--- src/rtl/ebt_pkg.sv ---
package ebt_pkg;
  localparam int ADDR_W    = 24;
  localparam int REGION_W  = 8;
  localparam int WS_W      = 2;
  localparam int ALE_SHORT = 1;
  localparam int ALE_LONG  = 3;
  localparam int WS_MAX    = (1 << WS_W) - 1;
  localparam int CNT_MAX   = (ALE_LONG > WS_MAX) ? ALE_LONG : WS_MAX;
  localparam int CNT_W     = $clog2(CNT_MAX + 1);

  typedef enum logic [1:0] {ST_IDLE, ST_ALE, ST_STB, ST_DONE} ebt_state_e;
  typedef enum logic [1:0] {K_READ, K_WRITE, K_FETCH} ebt_kind_e;
endpackage

--- src/rtl/ebt_wait_sel.sv ---
module ebt_wait_sel
  import ebt_pkg::*;
#(
  parameter int                RGN_W    = REGION_W,
  parameter int                CODE_W   = WS_W,
  parameter logic [RGN_W-1:0]  REGION_B = 8'h01
) (
  input  logic [RGN_W-1:0]  region_i,
  input  logic [CODE_W-1:0] ws_a_ni,
  input  logic [CODE_W-1:0] ws_b_ni,
  output logic [CODE_W-1:0] ws_o
);
  logic [CODE_W-1:0] code_n;

  always_comb begin
    code_n = (region_i == REGION_B) ? ws_b_ni : ws_a_ni;
    ws_o   = ~code_n;  // inverted code: 00 -> max waits
  end
endmodule

--- src/rtl/ebt_seq.sv ---
module ebt_seq
  import ebt_pkg::*;
#(
  parameter int CODE_W = WS_W,
  parameter int CW     = CNT_W
) (
  input  logic              clk_i,
  input  logic              rst_ni,
  input  logic              req_i,
  input  logic              write_i,
  input  logic              fetch_i,
  input  logic              ale_stretch_ni,
  input  logic [CODE_W-1:0] ws_i,
  output ebt_state_e        state_o,
  output ebt_kind_e         kind_o
);
  ebt_state_e        state_q;
  ebt_kind_e         kind_q;
  logic [CODE_W-1:0] ws_q;
  logic [CW-1:0]     cnt_q;
  logic              accept;

  assign accept = (state_q == ST_IDLE) && req_i;

  always_ff @(posedge clk_i or negedge rst_ni) begin
    if (!rst_ni) begin
      state_q <= ST_IDLE;
      kind_q  <= K_READ;
      ws_q    <= '0;
      cnt_q   <= '0;
    end else begin
      unique case (state_q)
        ST_IDLE: if (accept) begin
          state_q <= ST_ALE;
          ws_q    <= ws_i;
          kind_q  <= fetch_i ? K_FETCH : (write_i ? K_WRITE : K_READ);
          cnt_q   <= ale_stretch_ni ? CW'(ALE_SHORT - 1) : CW'(ALE_LONG - 1);
        end
        ST_ALE: if (cnt_q == '0) begin
          state_q <= ST_STB;
          cnt_q   <= CW'(ws_q);  // extra periods beyond base
        end else begin
          cnt_q <= cnt_q - 1'b1;
        end
        ST_STB: if (cnt_q == '0) state_q <= ST_DONE;
                else cnt_q <= cnt_q - 1'b1;
        ST_DONE: state_q <= ST_IDLE;
        default: state_q <= ST_IDLE;
      endcase
    end
  end

  assign state_o = state_q;
  assign kind_o  = kind_q;

  AST_ACCEPT_ALE: assert property (@(posedge clk_i) disable iff (!rst_ni)
    (state_q == ST_IDLE && req_i) |=> (state_q == ST_ALE));
  AST_ALE_SHORT: assert property (@(posedge clk_i) disable iff (!rst_ni)
    (state_q == ST_IDLE && req_i && ale_stretch_ni) |=> (state_q == ST_ALE) ##1 (state_q == ST_STB));
  AST_CFG_HELD: assert property (@(posedge clk_i) disable iff (!rst_ni)
    (state_q != ST_IDLE) |=> ($stable(ws_q) && $stable(kind_q)));
  AST_BUSY_IGNORE: assert property (@(posedge clk_i) disable iff (!rst_ni)
    (state_q == ST_STB && req_i) |=> (state_q != ST_ALE));
  AST_DONE_RETURN: assert property (@(posedge clk_i) disable iff (!rst_ni)
    (state_q == ST_DONE) |=> (state_q == ST_IDLE));
endmodule

--- src/rtl/ebt_strobes.sv ---
module ebt_strobes
  import ebt_pkg::*;
(
  input  logic       clk_i,
  input  logic       rst_ni,
  input  ebt_state_e state_i,
  input  ebt_kind_e  kind_i,
  output logic       ale_o,
  output logic       rd_no,
  output logic       wr_no,
  output logic       psen_no,
  output logic       done_o,
  output logic       busy_o
);
  logic stb_on;

  always_comb begin
    stb_on  = (state_i == ST_STB);
    ale_o   = (state_i == ST_ALE);
    done_o  = (state_i == ST_DONE);
    busy_o  = (state_i != ST_IDLE);
    rd_no   = !(stb_on && kind_i == K_READ);
    wr_no   = !(stb_on && kind_i == K_WRITE);
    psen_no = !(stb_on && kind_i == K_FETCH);
  end

  AST_ONE_STROBE: assert property (@(posedge clk_i) disable iff (!rst_ni)
    $countones({rd_no, wr_no, psen_no}) >= 2);
  AST_ALE_QUIET: assert property (@(posedge clk_i) disable iff (!rst_ni)
    ale_o |-> (rd_no && wr_no && psen_no));
  AST_DONE_PULSE: assert property (@(posedge clk_i) disable iff (!rst_ni)
    done_o |=> !done_o);
  AST_DONE_AFTER_STB: assert property (@(posedge clk_i) disable iff (!rst_ni)
    $rose(done_o) |-> $past(!(rd_no && wr_no && psen_no)));
endmodule

--- src/rtl/ext_bus_timer.sv ---
module ext_bus_timer
  import ebt_pkg::*;
#(
  parameter int AW     = ADDR_W,
  parameter int RGN_W  = REGION_W,
  parameter int CODE_W = WS_W
) (
  input  logic              clk_i,
  input  logic              rst_ni,
  input  logic              req_i,
  input  logic [AW-1:0]     addr_i,
  input  logic              write_i,
  input  logic              fetch_i,
  input  logic              ale_stretch_ni,
  input  logic [CODE_W-1:0] ws_a_ni,
  input  logic [CODE_W-1:0] ws_b_ni,
  output logic              ale_o,
  output logic              rd_no,
  output logic              wr_no,
  output logic              psen_no,
  output logic              done_o,
  output logic              busy_o
);
  logic [CODE_W-1:0] ws;
  ebt_state_e        state;
  ebt_kind_e         kind;

  ebt_wait_sel #(.RGN_W(RGN_W), .CODE_W(CODE_W)) u_wait_sel (
    .region_i (addr_i[AW-1 -: RGN_W]),
    .ws_a_ni  (ws_a_ni),
    .ws_b_ni  (ws_b_ni),
    .ws_o     (ws)
  );

  ebt_seq #(.CODE_W(CODE_W)) u_seq (
    .clk_i          (clk_i),
    .rst_ni         (rst_ni),
    .req_i          (req_i),
    .write_i        (write_i),
    .fetch_i        (fetch_i),
    .ale_stretch_ni (ale_stretch_ni),
    .ws_i           (ws),
    .state_o        (state),
    .kind_o         (kind)
  );

  ebt_strobes u_strobes (
    .clk_i   (clk_i),
    .rst_ni  (rst_ni),
    .state_i (state),
    .kind_i  (kind),
    .ale_o   (ale_o),
    .rd_no   (rd_no),
    .wr_no   (wr_no),
    .psen_no (psen_no),
    .done_o  (done_o),
    .busy_o  (busy_o)
  );

  AST_BUSY_AFTER_ACCEPT: assert property (@(posedge clk_i) disable iff (!rst_ni)
    (!busy_o && req_i) |=> (busy_o && ale_o));
  AST_STB_AFTER_ALE: assert property (@(posedge clk_i) disable iff (!rst_ni)
    $fell(ale_o) |-> !(rd_no && wr_no && psen_no));
endmodule

--- config.mk ---
export PLATFORM = sky130hd
export DESIGN_NAME = ext_bus_timer
export DESIGN_NICKNAME = d
export VERILOG_FILES = /design/src/rtl/ebt_pkg.sv /design/src/rtl/ebt_wait_sel.sv /design/src/rtl/ebt_seq.sv /design/src/rtl/ebt_strobes.sv /design/src/rtl/ext_bus_timer.sv
export SDC_FILE = /design/constraint.sdc
export NUM_CORES = 1
export LEC_CHECK = 0
export BUFFER_PORTS_ARGS = -buffer_cell sky130_fd_sc_hd__buf_4
export CORE_MARGIN = 5
export CORE_UTILIZATION = 40
export DETAILED_ROUTE_END_ITERATION = 16
export PLACE_DENSITY = 0.77
export RECOVER_POWER = 50
export SLEW_MARGIN = 20
export SYNTH_ARGS = -nofsm -noshare
export SYNTH_HDL_FRONTEND = slang
export SYNTH_HIERARCHICAL = 1
export SYNTH_SLANG_ARGS = --single-unit
--- constraint.sdc ---
create_clock -name clk_i -period 1.84 [get_ports clk_i]
set_input_delay 0.368 -clock clk_i [delete_from_list [all_inputs] [get_ports clk_i]]
set_output_delay 0.368 -clock clk_i [all_outputs]
set_load 0.02 [all_outputs]
# After elaboration in Yosys (flattened, before gate mapping)
# Cells that the tools add are included.
dict set report op_classes {
  mux 12
  order_cmp 0
  n_div 0
  n_reduce_logical 15
  eq_ne 10
  bitwise_logic 1
  shift 0
  multipliers 0
  add_sub_neg 1
}
# cell count
set op_table {}
lappend op_table {{2-to-1 mux 2 bit} 9}
lappend op_table {{equality test 8 x 1 -> 1 bit (second input constant)} 1}
lappend op_table {{one-hot mux 2 bit (4 select lines)} 1}
lappend op_table {{equality test 2 bit (second input constant)} 3}
lappend op_table {{logical NOT 2 bit} 3}
lappend op_table {{one-hot mux 2 bit (3 select lines)} 1}
lappend op_table {{AND reduction 3 bit} 2}
lappend op_table {{equality test 2 x 1 -> 1 bit (second input constant)} 2}
lappend op_table {{logical AND 1 bit} 4}
lappend op_table {{inequality test 2 x 1 -> 1 bit (second input constant)} 2}
lappend op_table {{inequality test 2 bit (second input constant)} 2}
lappend op_table {{logical NOT 1 bit} 3}
lappend op_table {{nonzero test 3 bit} 1}
lappend op_table {{NOT 2 bit} 1}
lappend op_table {{AND reduction 2 bit} 1}
lappend op_table {{nonzero test 2 bit} 1}
lappend op_table {{subtractor 2 x 1 -> 2 bit (second input constant)} 1}
lappend op_table {{2-to-1 mux 1 bit} 1}
dict set report word_totals {
  wordCells 43
  latch_bits 0
  rom_bits 0
  regBits 8
  output_inout_bits 6
  in_bits 34
  memories 0
  ram_bits 0
}

# Logic depth before layout (Yosys ltp)
# Gate-level depths: netlist of the first run.
dict set report depth {
  ltp_word 4
  mapped_depth 6
}

# Modules after synthesis
# Netlist of the first run, hierarchy kept.
# module area_each_um2 seq_area_each_um2 n_inst cells_each
set by_module_without_submodules {}
lappend by_module_without_submodules {ebt_seq 494.2 200.2 1 46}
lappend by_module_without_submodules {ebt_strobes 52.6 0.0 1 6}
lappend by_module_without_submodules {ebt_wait_sel 51.3 0.0 1 5}

# Least setup slack after synthesis of the first run
# No wires, ideal clock.
dict set report synth_timing {
  path_type {register to output}
  startpoint {reg u_seq.state_q[0] (netlist: u_seq/state_o[0])}
  endpoint {out rd_no}
  required_ns 1.472
  arrival_time_ns 1.070
  slack_ns 0.402
  path_stages_with_launch 2
  path_buffers 0
  path_cell_list {dfrtp_1 or4b_1}
}
dict set report synth_via {
  elab_chain_len 3
}
# element line
set synth_lines {}
lappend synth_lines {{start: declaration} ebt_seq.sv:17} ;# ebt_state_e state_q;
lappend synth_lines {{start signal: assignment} ebt_seq.sv:27} ;# state_q <= ST_IDLE;
lappend synth_lines {{start signal: assignment} ebt_seq.sv:34} ;# state_q <= ST_ALE;
lappend synth_lines {{start signal: assignment} ebt_seq.sv:40} ;# state_q <= ST_STB;
lappend synth_lines {{equality test 2 bit} ebt_strobes.sv:18} ;# stb_on = (state_i == ST_STB);
lappend synth_lines {{logical AND 1 bit} ebt_strobes.sv:22} ;# rd_no = !(stb_on && kind_i == K_READ);
lappend synth_lines {{logical NOT 1 bit} ebt_strobes.sv:22}
lappend synth_lines {{end: declaration} ext_bus_timer.sv:18} ;# output logic rd_no,
# No other way between the ends.

# Worst setup path after layout of the first run
# Ends and elaborated chain as after synthesis.

==> impl_metrics.toml, run 1 <==
[outcome]
outcome = "finished, final reports clean"

[clock_tree]
cts_sinks = 8
cts_inserted_buffers = 3
number_of_buffers_on_the_longest_clock_path = 2
cts_max_level = 1
clk_latency_ps = 250
clkTransAtPathRegs_ps = 60
cts.root.buffer_cell = "clkbuf_4"
cts_tree = "built"

[floorplan]
core_area_um2 = 1450
total_die_area_um2 = 2370
die_width_um = 48.7
row_count = 14
initial_standard_cell_utilization_of_the_core_pct = 41.1
die_boundary_height_um = 48.7
design.portCount = 40

[placed_design]
hpwlAfterDp_mm = 1.07
gp_congestion = 0.786
io_buffer_count = 23

[global_route]
via_count_of_the_first_global_routing_pass = 535
largest_net_degree_at_the_start_of_global_routing = 11
first_pass_grt_wire_length_mm = 2.10
grtUsageTotal_pct = 11.1
grt.overflow.total = 0
antenna_found_initial = 0
met1_resource_use_gr_pct = 10.8
gr-usage-met3_pct = 7.36
globalRoute.busiestLayer = "met2"
grt_use_met2_pct = 20.0

[critical_path]
crit_family = "simple AND/OR/NAND/NOR gates"
worstSetupEndpoint = "rd_no"
critical_path.slowest_cell = "or4b_1"
path_type_of_the_worst_setup_path = "reg2out"
worstSetupStartpointType = "register"
crit_cells = 2
timing.critical_path.to_type = "output pin"
critPathRequiredTime_ps = 1470
rr_startpoint = "u_seq/state_o[1]$_DFFE_PN0P_"
crit_path_max_fanout = 10
crit_path_cell_trace = "or4b_1 > buf_4"
source_of_the_critical_timing_path = "u_seq/state_o[0]$_DFFE_PN0P_"
rr_worst_depth = 6
ff2ff_setup_slack_ps = 300
worst-path-buf-inv = 1
max_incr_delay_on_cp_ps = 520
worst_r2r_endpoint = "u_seq/cnt_q[1]$_DFFE_PN0P_"
worstPathArrival_ps = 1400

[sta]
setup-violations-final = 0
timing.max_slew.rel_slack_pct = 69.7
finalCritPeriodShare_pct = 96.3
final-hold-violation-count = 0
finalClockSkew_ps = 7.65
slew_violations = 0
hold-worst-slack_ps = 362
unrepaired_setup_endpoints_after_global_routing = "false"
worst_pin_slew_ps = 454
final.min_clock_period_ps = 1770
setup_total_negative_slack_ps = 0
fmax_ghz = 0.565

[synth]
mappedNetlistNets = 98
synth-xor-area-share_pct = 0
yosys.area_share.adder_pct = 14.6
combinational_family_with_the_most_area_after_synthesis = "simple AND/OR/NAND/NOR gates"
synth_area_um2 = 598
yosysUniqueCellTypes = 27
yosysWarningCount = 6
synth_mux_area_share_pct = 10.7
synth_cells = 57
synth-compound-area-share_pct = 16.7
syn_area_per_cell_um2 = 10.5
synthSimpleGateAreaFrac_pct = 20.1
ys_seq_area_share_pct = 33.5
yosys_register_bits = 8

[detailed_routing]
route.final.wire_length_mm = 1.30
drt_first_pass_iters = 4
drt-vias-per-instance = 5.26
initialDrtViolationCount = 12
drcViolationCount = 0
wl_per_cell_um = 13.0
ant_nets = 0
route.vias.total = 526

[power_and_ir_drop]
peakVddDrop_v = 0.000937
power.leakage_nw = 0.398
powerDensity_nw_per_um2 = 1560

[layout]
multi_input_comb_area_um2 = 372
filler_cells_inserted = 131
area_growth_from_synthesis_to_layout_pct = 36.6
antenna-diode-count = 0
regArea_um2 = 201
num-nets-final = 127
layout-drive-gt1-share_pct = 46.4

[job]
maxCapViolCount = 0

[hold_path]
worst_hold_path_type = "in2reg"
-- worst min path at each step --
stage | from | end | slack, ps | cells after the start
global placement | rst_ni | u_seq/state_o[0]$_DFFE_PN0P_ | 190 | 1
CTS | fetch_i | u_seq/kind_o[1]$_DFFE_PN0P_ | 360 | 2
global route | fetch_i | u_seq/kind_o[1]$_DFFE_PN0P_ | 360 | 2
detailed placement | rst_ni | u_seq/state_o[0]$_DFFE_PN0P_ | 190 | 1
finish | fetch_i | u_seq/kind_o[1]$_DFFE_PN0P_ | 360 | 2
floorplan | rst_ni | u_seq/cnt_q[0]$_DFFE_PN0P_ | 70 | 0
-- report_power, final --
part / switching, mW / total, mW / internal, mW
clock network: 0.0575 / 0.132 / 0.0745
logic: 0.422 / 0.791 / 0.369
registers: 0.0873 / 0.353 / 0.266
-- per-layer routing --
metal | wire length (um) | part of all wire [%] | up-vias
met5 | 0 | 0 | -
met4 | 0 | 0 | 0
met3 | 137 | 11 | 0
met2 | 687 | 53 | 21
met1 | 473 | 36 | 249
li1 | - | - | 256
-- registers in the layout (all words and copies together), names as in the netlist --
register,flops
u_seq/ws_q,2
u_seq/kind_o,2
u_seq/cnt_q,2
u_seq/state_o,2
-- metrics by stage --
stage | cells | power, mW | worst slack, ps | util (%) | area, um2
global placement | 96 | 1.13 | 334 | 54.4 | 791
CTS | 100 | 1.30 | 33.4 | 56.6 | 823
finish | 100 | 1.28 | 68.8 | 56.2 | 817
global route | 100 | 1.39 | 21.7 | 56.2 | 817
detailed placement | 96 | 1.15 | 310 | 54.4 | 791
floorplan | 57 | 0.930 | 402 | - | 598
-- cell usage in the layout (no fill, tap or decap) --
cell type       n
o21ai_2         1
and2_2          1
o31ai_2         1
nor2b_1         1
dfrtp_1         7
ha_1            7
nand2b_2        1
nor4b_2         1
nand4bb_1       2
nor4_2          1
inv_1           6
a21oi_2         3
a21oi_1         1
a22o_1          1
nand2b_1        1
nand2_2         1
clkbuf_1        2
mux2_2          3
o21ai_0         2
o21ai_1         1
buf_4          21
or2_1           1
or4b_1          1
o32a_1          1
clkbuf_4        3
dfrtp_2         1
nand2_1         5
mux2i_1         3
a22oi_1         1
dlygate4sd3_1   1
a31oi_1         1
inv_2           1
-- synthesized netlist by cell type, drive strengths merged --
library cell  number  share of area [%]
inv                7                4.4
a21oi              4                5.2
nor2b              1                1.0
or2                1                1.0
or4b               1                1.7
o21ai              4                4.0
a31oi              1                1.0
o32a               1                1.7
mux2i              3                5.0
a22o               1                1.5
ha                 7                 15
o31ai              1                2.1
mux2               3                5.6
and2               1                1.3
nand2b             2                2.5
dfrtp              8                 33
nand2              6                4.2
a22oi              1                1.3
nand4bb            2                3.8
nor4b              1                2.5
nor4               1                2.1
-- worst register-to-register path, delay by kind of cell (launching register included) --
kind	cells	cell delay [ps]
AO/OA/AOI/OAI	3	450
flip-flops	1	480
buffers and inverters	2	210
adder cells (fa/ha/maj)	1	290
-- area by class of cell --
| class | count | area share (%) |
|---|---|---|
| timing repair buffer | 24 | 21.4 |
| tap | 16 | 2.45 |
| sequential | 8 | 24.7 |
| inverter | 7 | 3.22 |
| clock buffer | 3 | 2.76 |
| multi-input combinational | 42 | 45.5 |
-- cells by family after synthesis --
| kind of cell | count (synthesis) |
|---|---|
| fa+ha+maj | 7 |
| simple gates | 16 |
| compound gates | 13 |
| buf+inv | 7 |
| mux | 6 |
| flops | 8 |
-- what timing repair did --
| action | in CTS | in global routing |
|---|---|---|
| setup endpoints to repair | 0 | 1 |
| endpoints found under the hold margin | 8 | 0 |
| buffers inserted | 0 | 0 |
| hold buffers | 1 | 0 |
| gates resized for setup | 0 | 1 |
Power figures use the tool's default switching activity.
==> inputs of run 2 (changes only) <==
--- a/config.mk
+++ b/config.mk
@@ -6,13 +6,12 @@
 export NUM_CORES = 1
 export LEC_CHECK = 0
 export BUFFER_PORTS_ARGS = -buffer_cell sky130_fd_sc_hd__buf_4
+export CORE_ASPECT_RATIO = 1.25
 export CORE_MARGIN = 5
-export CORE_UTILIZATION = 40
+export CORE_UTILIZATION = 30
 export DETAILED_ROUTE_END_ITERATION = 16
-export PLACE_DENSITY = 0.77
 export RECOVER_POWER = 50
 export SLEW_MARGIN = 20
 export SYNTH_ARGS = -nofsm -noshare
 export SYNTH_HDL_FRONTEND = slang
-export SYNTH_HIERARCHICAL = 1
 export SYNTH_SLANG_ARGS = --single-unit
==> run 2 against run 1 <==
  * Worst hold slack is essentially flat
  * Area after synthesis shrank 6.5%
  * Sequential power fell by 9.1%
  * Die area is 20% higher
  * Clock-buffer cell count did not move
  * Critical path type unchanged
  * Critical endpoint unchanged
==> impl_metrics.toml, run 2 <==
[outcome]
outcome = "finished, final reports clean"

[synth]
yosys-top-cells-count = "dfrtp_1, inv_1, ha_1"
yosysUniqueCellTypes = 22
dominantRegCellSynth = "dfrtp_1"
post-synth-top-area-fraction_pct = 35.8
yosys_register_bits = 8
async_flop_share_pct = 100
yosysTopAreaCell = "dfrtp_1"
synth_edf_count = 0
ys_seq_area_share_pct = 35.8
syn_area_per_cell_um2 = 9.64
synth_top_cells_by_area = "dfrtp_1, ha_1, inv_1, a221oi_4, mux2_2"
synth_area_um2 = 559
yosysWarningCount = 0
synth_cells = 58
mappedNetlistNets = 99

[global_route]
first_pass_grt_wire_length_mm = 2.29
via_count_of_the_first_global_routing_pass = 633
antenna_found_initial = 0
grt.overflow.total = 0
grtUsageTotal_pct = 9.85
largest_net_degree_at_the_start_of_global_routing = 10

[clock_tree]
cts_inserted_buffers = 3
clk_latency_ps = 240
cts_max_level = 1
cts.root.buffer_cell = "clkbuf_4"
clkTransAtPathRegs_ps = 50
number_of_buffers_on_the_longest_clock_path = 2
cts_tree = "built"
cts_sinks = 8

[hold_path]
worst_hold_path_type = "in2reg"

[placed_design]
gp_congestion = 0.699
io_buffer_count = 23
hpwlAfterDp_mm = 1.09
area_post_placement_um2 = 763
post_place_setup_slack_ps = 157

[floorplan]
design.portCount = 40
die_boundary_height_um = 58.3
die_width_um = 48.6
total_die_area_um2 = 2830
row_count = 17
initial_standard_cell_utilization_of_the_core_pct = 31.7
core_area_um2 = 1770

[detailed_routing]
route.final.wire_length_mm = 1.36
initialDrtViolationCount = 4
wl_per_cell_um = 12.5
route.vias.total = 544
drcViolationCount = 0
ant_nets = 0
drt-vias-per-instance = 4.99
drt_first_pass_iters = 4

[critical_path]
worstPathArrival_ps = 1400
ff2ff_setup_slack_ps = 100
rr_startpoint = "u_seq.state_o[0]$_DFFE_PN0P_"
critPathRequiredTime_ps = 1470
path_type_of_the_worst_setup_path = "reg2out"
timing.critical_path.to_type = "output pin"
crit_path_max_fanout = 2
worst_r2r_endpoint = "u_seq.cnt_q[0]$_DFFE_PN0P_"
worstSetupEndpoint = "rd_no"
rr_worst_depth = 6
source_of_the_critical_timing_path = "u_seq.state_o[0]$_DFFE_PN0P_"
worstSetupStartpointType = "register"

[layout]
final_cell_mix = "buf_4, dfrtp_1, inv_1"
filler_cells_inserted = 178
layout_commonest_cell = "buf_4"
regArea_um2 = 200
finalInstanceArea_um2 = 813
area_growth_from_synthesis_to_layout_pct = 45.4
antenna-diode-count = 0
num-nets-final = 133
layout-drive-gt1-share_pct = 42.2
multi_input_comb_area_um2 = 313

[job]
maxCapViolCount = 0

[sta]
finalCritPeriodShare_pct = 95.9
setup_ws_ps = 76.2
slew_violations = 0
worst_pin_slew_ps = 545
timing.max_slew.rel_slack_pct = 63.7
finalClockSkew_ps = 1.19
fmax_ghz = 0.567
hold-worst-slack_ps = 363
final-hold-violation-count = 0
setup-violations-final = 0
final.min_clock_period_ps = 1760

[power_and_ir_drop]
power.leakage_nw = 0.397
peakVddDrop_v = 0.000822
powerDensity_nw_per_um2 = 1600
totalPowerFinal_mw = 1.30
==> run 2: worst min path at each step <==
stage,cells after the start,slack (ps),from,to
3_3_place_gp,1,190,rst_ni,u_seq.ws_q[0]$_DFFE_PN0P_
6_report,2,360,fetch_i,u_seq.kind_o[1]$_DFFE_PN0P_
2_1_floorplan,0,70,rst_ni,u_seq.cnt_q[0]$_DFFE_PN0P_
4_1_cts,2,350,fetch_i,u_seq.kind_o[1]$_DFFE_PN0P_
5_1_grt,2,360,fetch_i,u_seq.kind_o[1]$_DFFE_PN0P_
3_5_place_dp,1,190,rst_ni,u_seq.cnt_q[0]$_DFFE_PN0P_
==> run 2: area by class of cell <==
type | instances | share of cell area (%)
inverter | 9 | 4.15
clock buffer | 3 | 2.77
timing repair buffer | 29 | 27.1
tap | 19 | 2.92
sequential | 8 | 24.6
multi-input combinational | 41 | 38.5
==> run 2: cells by family (layout without fill, tap and decap cells) <==
family | after synthesis | in the layout | synth area share [%]
AND/OR/NAND/NOR | 18 | 18 | 18.1
AO/OA/AOI/OAI | 14 | 14 | 20.4
buffers and inverters | 9 | 41 | 6.04
flip-flops | 8 | 8 | 35.8
adder cells (fa/ha/maj) | 7 | 7 | 15.7
multiplexers | 2 | 2 | 4.03
==> run 2: what timing repair did <==
item                                    4_1_cts  5_1_grt
pin swaps                                     0        0
hold buffers                                  1        0
hold endpoints to repair                      8        0
endpoints found under the setup margin        1        1
gates resized for setup                       1        3
setup buffers                                 2        2
==> run 2: report_power, final <==
part	total (mW)	switching, mW	internal [mW]
logic	0.854	0.437	0.417
registers	0.321	0.0559	0.265
clock network	0.126	0.0515	0.0741
total	1.30	0.544	0.756
==> run 2: through the flow <==
stage / TNS (ps) / cells / utilization, %
after floorplan: 0 / 58 / -
after global placement: 0 / 101 / 43.2
final: 0 / 109 / 46.1
after global routing: -3.11 / 109 / 46.1
after detailed placement: 0 / 101 / 43.2
after CTS: 0 / 107 / 45.9
==> run 2: critical path, cell delays in order, from the launching register on <==
cell,delay [ps]
dfrtp_1,390
inv_2,70
ha_2,170
or3b_4,370
buf_6,140
==> run 2: per-layer routing <==
layer,vias up,share of wire (%),global-route usage [%]
li1,269,-,-
met1,252,38,10.0
met2,23,55,18.5
met3,0,6.6,2.57
met4,0,0,4.62
met5,-,0,0
==> inputs of run 3 (changes only) <==
--- a/config.mk
+++ b/config.mk
@@ -10,7 +10,9 @@
 export CORE_MARGIN = 5
 export CORE_UTILIZATION = 30
 export DETAILED_ROUTE_END_ITERATION = 16
+export GPL_ROUTABILITY_DRIVEN = 0
 export RECOVER_POWER = 50
+export SETUP_SLACK_MARGIN = 0.4
 export SLEW_MARGIN = 20
 export SYNTH_ARGS = -nofsm -noshare
 export SYNTH_HDL_FRONTEND = slang
==> run 3 against run 2 <==
  * First-iteration DRC count grew 75%
  * Critical path depth stayed put
  * Utilization grew 9.8 points
  * Sequential share of layout area fell by 4.2 points
==> impl_metrics.toml, run 3 (synthesis results as in run 2) <==
[power_and_ir_drop]
powerDensity_nw_per_um2 = 1770
power.share.combinational_pct = 73.8
pwr-share-clk_pct = 7.4
power.leakage_nw = 0.449
switching_share_pct = 41.2
seqPwrFrac_pct = 18.7
p_sw_mw = 0.718
peakVddDrop_v = 0.000840
cell_int_power_mw = 1.02

[critical_path]
worstSetupStartpointType = "register"
critical_path.slowest_cell = "dfrtp_1"
critPathRequiredTime_ps = 1470
rr_worst_depth = 7
worstPathArrival_ps = 1360
timing.critical_path.to_type = "output pin"
max_incr_delay_on_cp_ps = 390
path_type_of_the_worst_setup_path = "reg2out"
crit_path_cell_trace = "inv_2 > ha_4 > or3b_4 > buf_6"
crit_path_max_fanout = 2

[clock_tree]
cts_inserted_buffers = 3
cts_sinks = 8
cts_max_level = 1
clk_latency_ps = 250
cts_tree = "built"
number_of_buffers_on_the_longest_clock_path = 2
cts.root.buffer_cell = "clkbuf_4"
clkTransAtPathRegs_ps = 50

[sta]
final-hold-violation-count = 0
worst_pin_slew_ps = 413
finalCritPeriodShare_pct = 93.9
timing.max_slew.rel_slack_pct = 72.4
final.min_clock_period_ps = 1730
setup_total_negative_slack_ps = 0
finalClockSkew_ps = 2.36
fmax_ghz = 0.579
setup-violations-final = 0
slew_violations = 0
unrepaired_setup_endpoints_after_global_routing = "true"

[floorplan]
core_area_um2 = 1770
total_die_area_um2 = 2830
design.portCount = 40
row_count = 17
initial_standard_cell_utilization_of_the_core_pct = 31.7
die_boundary_height_um = 58.3
die_width_um = 48.6

[placed_design]
io_buffer_count = 23
hpwlAfterDp_mm = 1.01
dp_cells = 100

[detailed_routing]
route.vias.total = 579
drcViolationCount = 0
initialDrtViolationCount = 7
ant_nets = 0
drt-vias-per-instance = 4.99
route.final.wire_length_mm = 1.52
wl_per_cell_um = 13.1
drt_first_pass_iters = 4

[layout]
area_growth_from_synthesis_to_layout_pct = 76.3
final_cell_count_no_fill = 116
layout-drive-gt1-share_pct = 54.6
layout_commonest_cell = "buf_4"
antenna-diode-count = 0
num-nets-final = 140
filler_cells_inserted = 158
final_cell_mix = "buf_4, dfrtp_1, buf_6"

[global_route]
largest_net_degree_at_the_start_of_global_routing = 10
grt.overflow.total = 0
antenna_found_initial = 0
first_pass_grt_wire_length_mm = 2.55
via_count_of_the_first_global_routing_pass = 631
grtUsageTotal_pct = 11.4

[job]
maxCapViolCount = 0

[outcome]
outcome = "finished, final reports clean"

[hold_path]
worstHoldPathCells = 2
worst_hold_path_type = "in2reg"
-- run 3: changes by cell type in the layout (fill, tap and decap cells not counted), moves of 2 or more --
cell / change
buf_6: +5
ha_1: -3
ha_4: +4
inv_1: -2
-- run 3: worst paths after layout --
check | from | endpoint | slack [ps]
max in group asynchronous | rst_ni | u_seq.state_o[1]$_DFFE_PN0P_ | 970
hold reg to reg | u_seq.ws_q[1]$_DFFE_PN0P_ | u_seq.ws_q[1]$_DFFE_PN0P_ | 520
min in group asynchronous | rst_ni | u_seq.kind_o[0]$_DFFE_PN0P_ | 550
hold / removal | fetch_i | u_seq.kind_o[1]$_DFFE_PN0P_ | 360
setup / recovery | u_seq.state_o[0]$_DFFE_PN0P_ | rd_no | 110
setup reg to reg | u_seq.state_o[0]$_DFFE_PN0P_ | u_seq.cnt_q[0]$_DFFE_PN0P_ | 200
-- run 3: area by class of cell --
cell class	instances	area [um2]	area share (%)
clock buffer	3	22.5	2.28
inverter	9	36.3	3.68
multi-input combinational	41	402	40.7
sequential	8	201	20.4
tap	19	23.8	2.41
timing repair buffer	36	300	30.5
-- run 3: worst max-delay path: cells and delay by family, from the launching register on --
family,cells,cell delay (ps)
simple gates,1,370
buf+inv,2,220
flops,1,390
fa+ha+maj,1,130
-- run 3: what timing repair did --
action | in CTS | in global routing
endpoints found under the setup margin | 10 | 12
hold buffers | 1 | 0
pin swaps | 3 | 5
endpoints found under the hold margin | 8 | 0
setup buffers | 10 | 2
resized for setup | 17 | 8
-- run 3: per-stage QoR --
stage / cell area [um2] / utilization [%] / hold WS, ps / total power [mW] / setup slack (ps)
after floorplan: 569 / - / 72.4 / 0.923 / 355
after global placement: 766 / 43.4 / 190 / 1.12 / 203
after detailed placement: 766 / 43.4 / 189 / 1.14 / 184
after CTS: 967 / 54.8 / 351 / 1.66 / 106
after global routing: 986 / 55.8 / 369 / 1.88 / 72.9
final: 986 / 55.8 / 360 / 1.74 / 112
-- run 3: routing by layer --
metal  GRT usage [%]  routed length, um  share of wire [%]  up-vias
met1            12.9                637                 42      257
met4            7.31                 46                3.0        0
li1                -                  -                  -      287
met5               0                  0                  0        -
met2            18.7                733                 48       29
met3            3.34                101                6.6        6
-- run 3: power groups by stage --
| stage | clock (mW) | combinational [mW] | sequential (mW) |
|---|---|---|---|
| finish | 0.129 | 1.29 | 0.326 |
| global route | 0.139 | 1.41 | 0.338 |
| CTS | 0.138 | 1.20 | 0.325 |
| detailed placement | 0 | 0.814 | 0.329 |
| global placement | 0 | 0.794 | 0.328 |
| floorplan | 0 | 0.608 | 0.315 |
